**config.mk**
```make
export PLATFORM = sky130hd
export DESIGN_NAME = reach_grid
export DESIGN_NICKNAME = d
export VERILOG_FILES = /design/src/rtl/reach_pkg.sv /design/src/rtl/reach_cell.sv /design/src/rtl/reach_ctrl.sv /design/src/rtl/reach_grid.sv
export SDC_FILE = /design/constraint.sdc
export NUM_CORES = 1
export LEC_CHECK = 0
export ABC_AREA = 1
export ABC_CLOCK_PERIOD_IN_PS = 2250
export BUFFER_PORTS_ARGS = -buffer_cell sky130_fd_sc_hd__buf_2
export CAP_MARGIN = 30
export CORE_AREA = 4 4 198 200
export CTS_BUF_LIST = sky130_fd_sc_hd__clkbuf_8
export DETAILED_ROUTE_END_ITERATION = 10
export DIE_AREA = 0 0 202 204
export PLACE_DENSITY = 0.58
export SYNTH_ARGS = -nofsm -noshare
export SYNTH_HDL_FRONTEND = slang
export SYNTH_SLANG_ARGS = --single-unit
```
**constraint.sdc**
```tcl
create_clock -name clk -period 2.25 [get_ports clk]
set_input_delay 0.45 -clock clk [delete_from_list [all_inputs] [get_ports clk]]
set_output_delay 0.45 -clock clk [all_outputs]
set_load 0.005 [all_outputs]
```
**src/rtl/reach_pkg.sv**
```systemverilog
package reach_pkg;
    typedef enum logic [1:0] {
        ST_IDLE   = 2'd0,
        ST_SPREAD = 2'd1,
        ST_DONE   = 2'd2
    } flood_state_t;

    localparam int DIR_N = 0;
    localparam int DIR_E = 1;
    localparam int DIR_S = 2;
    localparam int DIR_W = 3;

    localparam logic [1:0] CLS_NONE  = 2'b00;
    localparam logic [1:0] CLS_REACH = 2'b01;
    localparam logic [1:0] CLS_SRC   = 2'b10;
endpackage

```
**src/rtl/reach_cell.sv**
```systemverilog
module reach_cell (
    input  logic       clk,
    input  logic       rst_n,
    input  logic       wr_en,
    input  logic [3:0] wr_blk,
    input  logic       clear,
    input  logic       seed,
    input  logic       step,
    input  logic       in_any,
    output logic       reach,
    output logic [3:0] drv,
    output logic [3:0] blk
);
    logic       reach_q;
    logic [3:0] blk_q;

    always_ff @(posedge clk or negedge rst_n) begin
        if (!rst_n) begin
            blk_q <= '0;
        end else if (wr_en) begin
            blk_q <= wr_blk;
        end
    end

    always_ff @(posedge clk or negedge rst_n) begin
        if (!rst_n) begin
            reach_q <= 1'b0;
        end else if (clear) begin
            reach_q <= seed;
        end else if (step) begin
            reach_q <= reach_q | in_any;
        end
    end

    assign reach = reach_q;
    assign blk   = blk_q;
    assign drv   = reach_q ? ~blk_q : 4'b0000;


    reach_hold_chk: assert property (@(posedge clk) disable iff (!rst_n)
        (reach_q && !clear) |=> reach_q);
endmodule

```
**src/rtl/reach_ctrl.sv**
```systemverilog
module reach_ctrl
    import reach_pkg::*;
#(
    parameter int CAP = 64
) (
    input  logic clk,
    input  logic rst_n,
    input  logic start,
    input  logic changed,
    output logic accept,
    output logic step,
    output logic busy,
    output logic done
);
    localparam int CW = $clog2(CAP + 1);

    flood_state_t state_q, state_d;
    logic [CW-1:0] cnt_q;
    logic          at_cap;

    assign at_cap = (cnt_q == CW'(CAP - 1));

    always_comb begin
        state_d = state_q;
        unique case (state_q)
            ST_IDLE:   if (start) state_d = ST_SPREAD;
            ST_SPREAD: if (!changed || at_cap) state_d = ST_DONE;
            ST_DONE:   if (start) state_d = ST_SPREAD;
            default:   state_d = ST_IDLE;
        endcase
    end

    always_ff @(posedge clk or negedge rst_n) begin
        if (!rst_n) begin
            state_q <= ST_IDLE;
        end else begin
            state_q <= state_d;
        end
    end

    always_ff @(posedge clk or negedge rst_n) begin
        if (!rst_n) begin
            cnt_q <= '0;
        end else if (accept) begin
            cnt_q <= '0;
        end else if (step) begin
            cnt_q <= cnt_q + 1'b1;
        end
    end

    always_comb begin
        accept = 1'b0;
        step   = 1'b0;
        busy   = 1'b0;
        done   = 1'b0;
        unique case (state_q)
            ST_IDLE:   accept = start;
            ST_SPREAD: begin
                step = 1'b1;
                busy = 1'b1;
            end
            ST_DONE: begin
                done   = 1'b1;
                accept = start;
            end
            default: ;
        endcase
    end


    cnt_cap_chk: assert property (@(posedge clk) disable iff (!rst_n)
        cnt_q <= CW'(CAP));


    quiet_done_chk: assert property (@(posedge clk) disable iff (!rst_n)
        (busy && !changed) |=> done);
endmodule

```
**src/rtl/reach_grid.sv**
```systemverilog
module reach_grid
    import reach_pkg::*;
#(
    parameter int WIDTH  = 8,
    parameter int HEIGHT = 8,
    localparam int XW = (WIDTH  > 1) ? $clog2(WIDTH)  : 1,
    localparam int YW = (HEIGHT > 1) ? $clog2(HEIGHT) : 1
) (
    input  logic          clk,
    input  logic          rst_n,
    input  logic          mask_we,
    input  logic [XW-1:0] mask_x,
    input  logic [YW-1:0] mask_y,
    input  logic [3:0]    mask_data,
    input  logic          start,
    input  logic [XW-1:0] src_x,
    input  logic [YW-1:0] src_y,
    output logic          busy,
    output logic          done,
    input  logic [XW-1:0] qry_x,
    input  logic [YW-1:0] qry_y,
    output logic [1:0]    qry_class,
    output logic          qry_reach
);
    localparam int NC = WIDTH * HEIGHT;

    logic          accept, step;
    logic [NC-1:0] reach_vec, in_vec, hit_vec;
    logic [3:0]    drv   [NC];
    logic [4*NC-1:0] mask_vec;
    logic          changed;
    logic [XW-1:0] src_x_q;
    logic [YW-1:0] src_y_q;

    reach_ctrl #(.CAP(NC)) u_ctrl (
        .clk    (clk),
        .rst_n  (rst_n),
        .start  (start),
        .changed(changed),
        .accept (accept),
        .step   (step),
        .busy   (busy),
        .done   (done)
    );

    always_ff @(posedge clk or negedge rst_n) begin
        if (!rst_n) begin
            src_x_q <= '0;
            src_y_q <= '0;
        end else if (accept) begin
            src_x_q <= src_x;
            src_y_q <= src_y;
        end
    end

    for (genvar gy = 0; gy < HEIGHT; gy++) begin : g_row
        for (genvar gx = 0; gx < WIDTH; gx++) begin : g_col
            localparam int IDX = gy * WIDTH + gx;
            localparam logic [XW-1:0] CX = XW'(gx);
            localparam logic [YW-1:0] CY = YW'(gy);
            logic from_n, from_s, from_w, from_e;

            if (gy > 0) begin : g_n
                assign from_n = drv[IDX - WIDTH][DIR_S];
            end else begin : g_nn
                assign from_n = 1'b0;
            end
            if (gy < HEIGHT - 1) begin : g_s
                assign from_s = drv[IDX + WIDTH][DIR_N];
            end else begin : g_ns
                assign from_s = 1'b0;
            end
            if (gx > 0) begin : g_w
                assign from_w = drv[IDX - 1][DIR_E];
            end else begin : g_nw
                assign from_w = 1'b0;
            end
            if (gx < WIDTH - 1) begin : g_e
                assign from_e = drv[IDX + 1][DIR_W];
            end else begin : g_ne
                assign from_e = 1'b0;
            end

            assign in_vec[IDX]  = from_n | from_s | from_w | from_e;
            assign hit_vec[IDX] = reach_vec[IDX] && (qry_x == CX) && (qry_y == CY);

            reach_cell u_cell (
                .clk   (clk),
                .rst_n (rst_n),
                .wr_en (mask_we && !busy && (mask_x == CX) && (mask_y == CY)),
                .wr_blk(mask_data),
                .clear (accept),
                .seed  ((src_x == CX) && (src_y == CY)),
                .step  (step),
                .in_any(in_vec[IDX]),
                .reach (reach_vec[IDX]),
                .drv   (drv[IDX]),
                .blk   (mask_vec[4*IDX +: 4])
            );
        end
    end

    assign changed = |(in_vec & ~reach_vec);

    always_comb begin
        qry_class = CLS_NONE;
        qry_reach = 1'b0;
        if (done && (|hit_vec)) begin
            qry_reach = 1'b1;
            qry_class = ((qry_x == src_x_q) && (qry_y == src_y_q)) ? CLS_SRC : CLS_REACH;
        end
    end


    seed_single_chk: assert property (@(posedge clk) disable iff (!rst_n)
        (start && !busy) |=> ($countones(reach_vec) == 1));


    mask_frozen_chk: assert property (@(posedge clk) disable iff (!rst_n)
        busy |=> $stable(mask_vec));


    settled_stable_chk: assert property (@(posedge clk) disable iff (!rst_n)
        (done && !start) |=> $stable(reach_vec));


    src_hold_chk: assert property (@(posedge clk) disable iff (!rst_n)
        busy |=> ($stable(src_x_q) && $stable(src_y_q)));
endmodule

```
# After elaboration in Yosys (flattened, before gate mapping)
# Index checks and enable logic that the tools add are counted.
# classes
addsub	1
eq_ne	49
muxes	203
bitwise	290
n_reduce_logical	282
# ops
operator	count
logical AND 1 bit	267
two-way mux 4 bit	56
NOT 4 bit	56
OR 1 bit	224
two-way mux 1 bit	132
OR reduction 64 bit	2
equality test 3 bit (second input constant)	24
bitwise AND 64 bit	1
NOT 64 bit	1
equality test 3 x 2 -> 1 bit (second input constant)	12
two-way mux 3 bit	7
NOT 3 bit	7
equality test 3 x 1 -> 1 bit (second input constant)	6
logical NOT 3 bit	6
two-way mux 7 bit	2
two-way mux 2 bit	5
adder 7 x 1 -> 7 bit (second input constant)	1
equality test 7 x 6 -> 1 bit (second input constant)	1
equality test 3 bit	2
inequality test 2 x 1 -> 1 bit (second input constant)	2
one-hot mux 2 bit (2 select lines)	1
equality test 2 x 1 -> 1 bit (second input constant)	1
equality test 2 bit (second input constant)	1
logical NOT 1 bit	2
other kinds (6)	6
# totals
regBits	326

# Logic depth before layout (Yosys ltp)
# Gate-level depths: netlist (run 1).
# logic_depth
depth_word	11
depth_mapped	14

# Modules after synthesis
# A second synthesis (run 1) with hierarchy kept.
# hier_totals
hier_cells	2462
area_unflattened_um2	17196.5
# modules_own_cells
module	instances	cells_each	area_each_um2	seq_area_each_um2
reach_cell	64	27	214.0	125.1
reach_grid	1	663	3000.4	150.1
reach_ctrl	1	71	503.0	225.2

# Least setup slack after synthesis (run 1)
# OpenSTA, ideal clock, no wires.
# synth_timing
kind	input-to-output
from	input qry_x[0]
to	output qry_class[0]
t_arrival_ps	1486
required_time_ps	1800
path_slack_ps	314
path_stages	12
cell_sequence	buf_4 nor2_2 nand2_1 o22ai_1 nor2_1 nand2_1 nand2_1 nand2_1 nor2_1 nand2_1 nand2_2 nor2_1
# synth_between
elab_chain_len	6
# synth_rtl
element	line_no	text
start, declared	reach_grid.sv:20	input logic [XW-1:0] qry_x,
equality test 3 x 1 -> 1 bit, or another cell as far along	reach_grid.sv:85	assign hit_vec[IDX] = reach_vec[IDX] && (qry_x == CX) && (qry_y == CY);
logical AND 1 bit (2 in series)	reach_grid.sv:85	
OR reduction 64 bit	reach_grid.sv:108	if (done && (|hit_vec)) begin
logical AND 1 bit	reach_grid.sv:108	
two-way mux 2 bit *	reach_grid.sv:108	
end, declared	reach_grid.sv:22	output logic [1:0] qry_class,
# Every way passes the cells marked *; elsewhere a longest branch is shown, timed or not.

# Worst setup path in the final report (run 1)
# layout_timing
from	register g_row[4].g_col[4].u_cell.reach_q
to	output qry_class[0]
# layout_between
elab_chain_len	5
# layout_rtl
element	line_no	text
start, declared	reach_cell.sv:14	logic reach_q;
start signal, assigned	reach_cell.sv:31	reach_q <= reach_q | in_any;
logical AND 1 bit (2 in series)	reach_grid.sv:85	
OR reduction 64 bit	reach_grid.sv:108	
logical AND 1 bit	reach_grid.sv:108	
two-way mux 2 bit	reach_grid.sv:108	
# No other way between the ends.

==> results of run 1 <==
[routing by layer]
metal / part of all wire / up-vias / track usage
met5: 0.00040 / - / 0
met4: 0.037 / 4 / 0.0933
met3: 0.068 / 104 / 0.0430
met2: 0.45 / 465 / 0.397
met1: 0.45 / 6573 / 0.357
li1: - / 6663 / -
[Yosys cell counts, types with 2 or more instances]
master and count:
nand2_1 665, inv_1 321, o21ai_0 309, dfrtp_1 303
nor2_1 135, o22ai_1 56, clkbuf_1 39, nand3_1 34
a21oi_1 31, o21ai_1 26, nor3_1 22, nor2_2 10
nor3_2 7, a22o_1 6, xnor2_1 5, inv_2 4
nand2_2 2, nand3_2 2, nand4_1 2, o31ai_1 2
[per-stage QoR]
step / TNS [ps] / util
5_1_grt: -1100 / 0.476
3_5_place_dp: -400 / 0.432
2_1_floorplan: 0 / -
4_1_cts: -735 / 0.475
3_3_place_gp: -384 / 0.432
6_report: -648 / 0.476
[power by group through the flow]
stage	clock network (W)	registers, W	logic (W)
2_1_floorplan	0	0.00666	0.00215
4_1_cts	0.00524	0.00665	0.00409
5_1_grt	0.00549	0.00675	0.00460
6_report	0.00512	0.00667	0.00415
3_3_place_gp	0	0.00686	0.00350
3_5_place_dp	0	0.00688	0.00354
[critical path: stages (launching register included)]
cell and delay (ps):
dfrtp_2 420, inv_2 100, o22ai_2 80, nor2_1 110
nand2_1 80, nand2_1 60, nand2_1 60, nor2_1 90
nand2_1 120, nand2_2 100, nor2_1 50, buf_2 120
[worst paths after layout]
check,from,to,slack (ps),cells past startpoint
worst max-delay path,g_row[4].g_col[4].u_cell.reach,qry_class[0],-220,11
worst min-delay path,start,u_ctrl.state_q[1],90,4
worst max register to register,g_row[4].g_col[0].u_cell.reach,u_ctrl.state_q[1],160,15
worst min register to register,g_row[5].g_col[4].u_cell.blk[1],g_row[5].g_col[4].u_cell.blk[1],480,2
max in group asynchronous,rst_n,g_row[7].g_col[7].u_cell.blk[0],1090,3
min in group asynchronous,rst_n,u_ctrl.cnt_q[1],410,2
[cell type report]
cell class	instances	area, um2
multi-input cells	1322	5840
well taps	511	639
fillers	3777	19600
flip-flops and latches	303	7620
repair buffers	177	1420
inverters	326	1230
clock buffers	70	963
clock inverters	25	104
[state kept, by name, indices dropped and copies added (netlist names)]
name,flops
src_x_q,3
g_row.g_col.u_cell.blk,224
u_ctrl.cnt_q,7
src_y_q,3
g_row.g_col.u_cell.reach,64
u_ctrl.state_q,2
[repair_timing]
action / CTS / global route
pin swaps: 7 / 5
hold buffers: 1 / 0
setup buffers: 61 / 6
setup endpoints to repair: 3 / 3
hold endpoints to repair: 60 / 0
gates resized for setup: 79 / 4
[cell families (layout without fill, tap and decap cells)]
group / count (synthesis) / count (layout) / share of synthesized area
DFF: 303 / 303 / 0.512
buffers and inverters: 368 / 598 / 0.0942
adders and majority gates: 1 / 1 / 0.000846
AOI/OAI and AO/OA: 433 / 433 / 0.154
and+or+nand+nor: 882 / 882 / 0.235
xor gates and xnor gates: 6 / 6 / 0.00355
==> run_results.csv, run 1 <==
group,metric,value,unit
worst_setup_path,crit_path_end_kind,"output port",
worst_setup_path,start_kind,"flop",
synthesis,yosysSeqAreaShare,0.512,
synthesis,ys_async_sr_fraction,1.00,
timing,setup_violations,3,
route,drtAntennaViolNets,0,
placement,pre_cts_ws,-152,ps
finish,fin_area,0.0178,mm2
route,via_per_inst,5.05,
synthesis,synth_top_area_frac,0.512,
worst_setup_path,cp.required,1800,ps
synthesis,syn-num-nets,2020,
timing,slew_violations,0,
floorplanning,die-area,0.0412,mm2
grt,grt_max_degree,70,
clocking,path_clk_slew,60,ps
clocking,insertion_delay,630,ps
route,drc,0,
power_and_ir_drop,leakagePower,9.20,nW
power_and_ir_drop,clkPwrFrac,0.321,
synthesis,yosys_warnings,0,
run_status,violations,"negative setup slack",
worst_setup_path,crit_arrival,2020,ps
run,cap_violations,0,
synthesis,synth_area,0.0148,mm2
clocking,cts_buffers,54,
placement,hpwl,35300,um
clocking,cts_buffer_depth,3,
power_and_ir_drop,power.density,895,mW/mm2
floorplanning,core,0.0374,mm2
synthesis,yosys-top-cells-area,"dfrtp_1 (51%), nand2_1 (17%), o21ai_0 (10%)",
clocking,cts_root_buf,"clkbuf_8",
grt,grt_pass1_vias,13700,
route,drt-wirelength-per-cell,19.0,um
worst_setup_path,worstSetupPathType,"reg -> out",
placement,gp_congestion,0.942,
clocking,cts_tree,"yes",
synthesis,ys_ff_latch,303,
floorplanning,die_y,204,um
hold_path,worstHoldPathType,"in -> reg",
grt,grt_usage,0.254,
route,first_pass_iters,5,
power_and_ir_drop,switching_share,0.348,
timing,fin_crit,2470,ps
floorplanning,rows,71,
timing,min_period_over_period,1.10,
finish,final_common_cell,"nand2_1",
finish,most-common-layout-cells,"nand2_1 (665), o21ai_0 (309), inv_1 (289)",
power_and_ir_drop,peakVddDrop,527,uV
finish,diodes,0,
synthesis,netlist_instances,1993,
timing,maxSlewHeadroom,0.577,
power_and_ir_drop,p_int,0.0104,W
grt,antenna_found_initial,2,
clocking,clock_sink_count,303,
placement,portBuffers,30,
synthesis,yosys.area.top_type,"dfrtp_1",
floorplanning,die_w,202,um
grt,grt_pass1_wl,80900,um
finish,fin_cells,2734,
power_and_ir_drop,p_sw,0.00555,W
route,vias,13800,
synthesis,synth_edf_count,0,
floorplanning,start_util,0.396,
route,drt_iter0_drc,1344,
synthesis,ys_types,32,
floorplanning,ioPinCount,31,
worst_setup_path,critPathMaxFanout,3,
route,drt_wl_total,52100,um
clocking,h-tree-depth,2,
placement,dp_cells,2571,
timing,timing.fmax,404,MHz
timing,tightest_slew,634,ps
finish,drive_gt1_frac,0.164,
timing,hold_viol_final,0,
placement,placed_cell_area,0.0162,mm2
finish,nNetsFinal,2211,
run_status,status,"complete, but fails checks",
power_and_ir_drop,sequentialPowerShare,0.418,
timing,hold_ws,93.0,ps
grt,grt_overflow,0,
timing,finClkSkew,13.2,ps
finish,syn_to_final_growth,20.4,%
timing,worst_slack,-223,ps
synthesis,postSynthAreaPerCell,7.42,um2
synthesis,ys.flop_type,"dfrtp_1",
power_and_ir_drop,power,0.0159,W
power_and_ir_drop,combPwrFrac,0.261,
timing,grt_setup_unrepaired,"yes",
(Power assumes the default switching activity.)
==> run 2, diff against run 1 <==
Settings changed: CORE_AREA 4 4 198 200 to 4 4 213 215, DIE_AREA 0 0 202 204 to 0 0 217 219, PLACE_DENSITY 0.58 to 0.56, SETUP_SLACK_MARGIN from default to 0.2, SYNTH_HIERARCHICAL from default to 1.
==> run 2 against run 1 <==
  * The run still ends with negative setup slack left
  * Setup slack worse by 46 ps
  * Fmax is 1.8% lower
  * Utilization is 5.0 points lower
  * Critical path depth stayed put
  * Die area is 15% higher
  * Global-route usage is 3.8 points lower
  * Clock power is 4.9% lower
  * Total power is 31% higher
  * Count of clock-buffer cells in the layout is 7 lower
  * Routed wire length is 0.79% lower
  * Largest power group unchanged
==> run_results.csv, run 2 <==
group,metric,value,unit
run_status,status,"complete, but fails checks",
run_status,violations,"negative setup slack",
synthesis,yosys_warnings,6,
floorplanning,die_y,219,um
power_and_ir_drop,clkPwrFrac,0.233,
grt,grt_pass1_vias,14100,
floorplanning,die-area,0.0475,mm2
route,drt_iter0_drc,1206,
grt,grt_pass1_wl,80400,um
grt,grt_max_degree,80,
timing,worst_slack,-269,ps
floorplanning,ioPinCount,31,
timing,finClkSkew,36.8,ps
route,vias,14600,
grt,grt_overflow,0,
synthesis,netlist_instances,2302,
timing,min_period_over_period,1.12,
power_and_ir_drop,peakVddDrop,385,uV
synthesis,syn-num-nets,2329,
worst_setup_path,cp.required,1800,ps
worst_setup_path,rr_endpoint,"u_ctrl/state_q[1]",
route,drtAntennaViolNets,0,
clocking,h-tree-depth,2,
power_and_ir_drop,power.density,1120,mW/mm2
worst_setup_path,crit_arrival,2070,ps
floorplanning,die_w,217,um
worst_setup_path,critPathBufInv,1,
placement,hpwl,35400,um
power_and_ir_drop,p_sw,0.00850,W
worst_setup_path,start_kind,"flop",
clocking,cts_buffers,54,
clocking,clock_sink_count,303,
floorplanning,rows,77,
worst_setup_path,r2r_start,"g_row[4].g_col[7].u_cell/reach",
finish,drive_gt1_frac,0.0999,
finish,nNetsFinal,2490,
synthesis,synth_area,0.0159,mm2
route,first_pass_iters,5,
hold_path,worstHoldPathType,"in -> reg",
route,via_per_inst,4.73,
run,cap_violations,0,
finish,syn_to_final_growth,17.5,%
finish,most-common-layout-cells,"nor2_1 (575), nand2_1 (463), inv_1 (453)",
power_and_ir_drop,power,0.0209,W
power_and_ir_drop,switching_share,0.407,
worst_setup_path,reg2reg_depth,13,
grt,antenna_found_initial,1,
grt,grt_usage,0.215,
placement,gp_congestion,0.863,
power_and_ir_drop,leakagePower,9.65,nW
worst_setup_path,endpoint,"qry_class[1]",
placement,dp_cells,2984,
worst_setup_path,critPathMaxFanout,4,
timing,timing.fmax,397,MHz
finish,fin_cells,3086,
power_and_ir_drop,combPwrFrac,0.351,
timing,grt_setup_unrepaired,"yes",
worst_setup_path,r2r_slack,240,ps
hold_path,holdPathStages,3,
worst_setup_path,path_cells,"nand3_1, o21ai_0, nor2_1, nand2_1, nand2_1, nand2_1, nor2_1, nand2_2, nand2_2, nor2_1, buf_2",
clocking,cts_root_buf,"clkbuf_8",
power_and_ir_drop,p_int,0.0124,W
finish,final_common_cell,"nor2_1",
clocking,cts_buffer_depth,3,
timing,tightest_slew,822,ps
synthesis,postSynthAreaPerCell,6.90,um2
finish,largest_reg_flops,224,
worst_setup_path,slowest_stage,"dfrtp_1",
clocking,cts_tree,"yes",
worst_setup_path,crit_path_max_incr_delay,470,ps
worst_setup_path,crit_family,"simple AND/OR/NAND/NOR gates",
route,drc,0,
timing,fin_crit,2520,ps
worst_setup_path,crit_path_end_kind,"output port",
floorplanning,core,0.0437,mm2
worst_setup_path,cp-startpoint,"g_row[2].g_col[0].u_cell/reach",
timing,setup_violations,3,
placement,portBuffers,30,
route,drt_wl_total,51600,um
worst_setup_path,worstSetupPathType,"reg -> out",
clocking,path_clk_slew,70,ps
timing,maxSlewHeadroom,0.452,
floorplanning,start_util,0.363,
worst_setup_path,worst-path-stages,11,
clocking,insertion_delay,660,ps
timing,hold_ws,128,ps
route,drt-wirelength-per-cell,16.7,um
timing,slew_violations,0,
power_and_ir_drop,sequentialPowerShare,0.416,
finish,fill_cells,4559,
timing,hold_viol_final,0,
[run 2: metal layers]
layer  part of all wire  track usage
met4              0.018       0.0577
met5                  0            0
met1               0.47        0.308
met3              0.054       0.0306
met2               0.46        0.344
[run 2: final cells by class]
type | instances | area [um2] | area share
Inverter | 446 | 1680 | 0.0901
Multi-Input combinational cell | 1536 | 6630 | 0.355
Clock buffer | 63 | 867 | 0.0465
Clock inverter | 23 | 100 | 0.00537
Timing Repair Buffer | 122 | 1050 | 0.0562
Antenna cell | 1 | 2.50 | 0.000134
Sequential cell | 303 | 7590 | 0.407
Tap cell | 592 | 741 | 0.0397
[run 2: timing repair]
item	in CTS	in global routing
gates resized for setup	24	39
cloned	0	2
setup endpoints to repair	6	122
pin swaps	20	9
hold buffers	1	0
buffers inserted	7	5
endpoints found under the hold margin	37	0
[run 2: how the worst min path moves through the flow]
stage / start / end / slack [ps]
6_report: start / u_ctrl/state_q[0] / 130
5_1_grt: start / u_ctrl/state_q[0] / 130
3_5_place_dp: rst_n / g_row[6].g_col[6].u_cell/blk[0] / 400
4_1_cts: start / u_ctrl/state_q[1] / 80
2_1_floorplan: rst_n / g_row[0].g_col[0].u_cell/blk[1] / 150
3_3_place_gp: rst_n / g_row[6].g_col[6].u_cell/blk[0] / 410
[run 2: power groups by stage]
stage	Combinational [W]	Sequential (W)	Clock (W)
3_3_place_gp	0.00670	0.00870	0
3_5_place_dp	0.00683	0.00872	0
6_report	0.00733	0.00868	0.00487
5_1_grt	0.00834	0.00890	0.00527
4_1_cts	0.00711	0.00866	0.00501
2_1_floorplan	0.00460	0.00818	0
[run 2: metrics by stage]
stage,util,TNS [ps],worst slack (ps),cell area (um2)
after CTS,0.423,-1020,-310,18500
after detailed placement,0.398,-163,-56.7,17400
after global routing,0.427,-1440,-492,18700
after floorplan,-,-333,-81.4,15900
final,0.427,-796,-269,18700
after global placement,0.398,-148,-65.3,17400
[run 2: worst reg2reg max path, cell delays in order (launching register included)]
cell,delay [ps]
dfrtp_1,390
buf_4,140
inv_1,90
nor2_1,70
or3_4,390
nand2_1,80
nand4_1,170
nor2_1,170
nand2_1,70
nor2_2,120
nand2_2,90
nand2_1,80
nand2_1,40
nand2_1,70
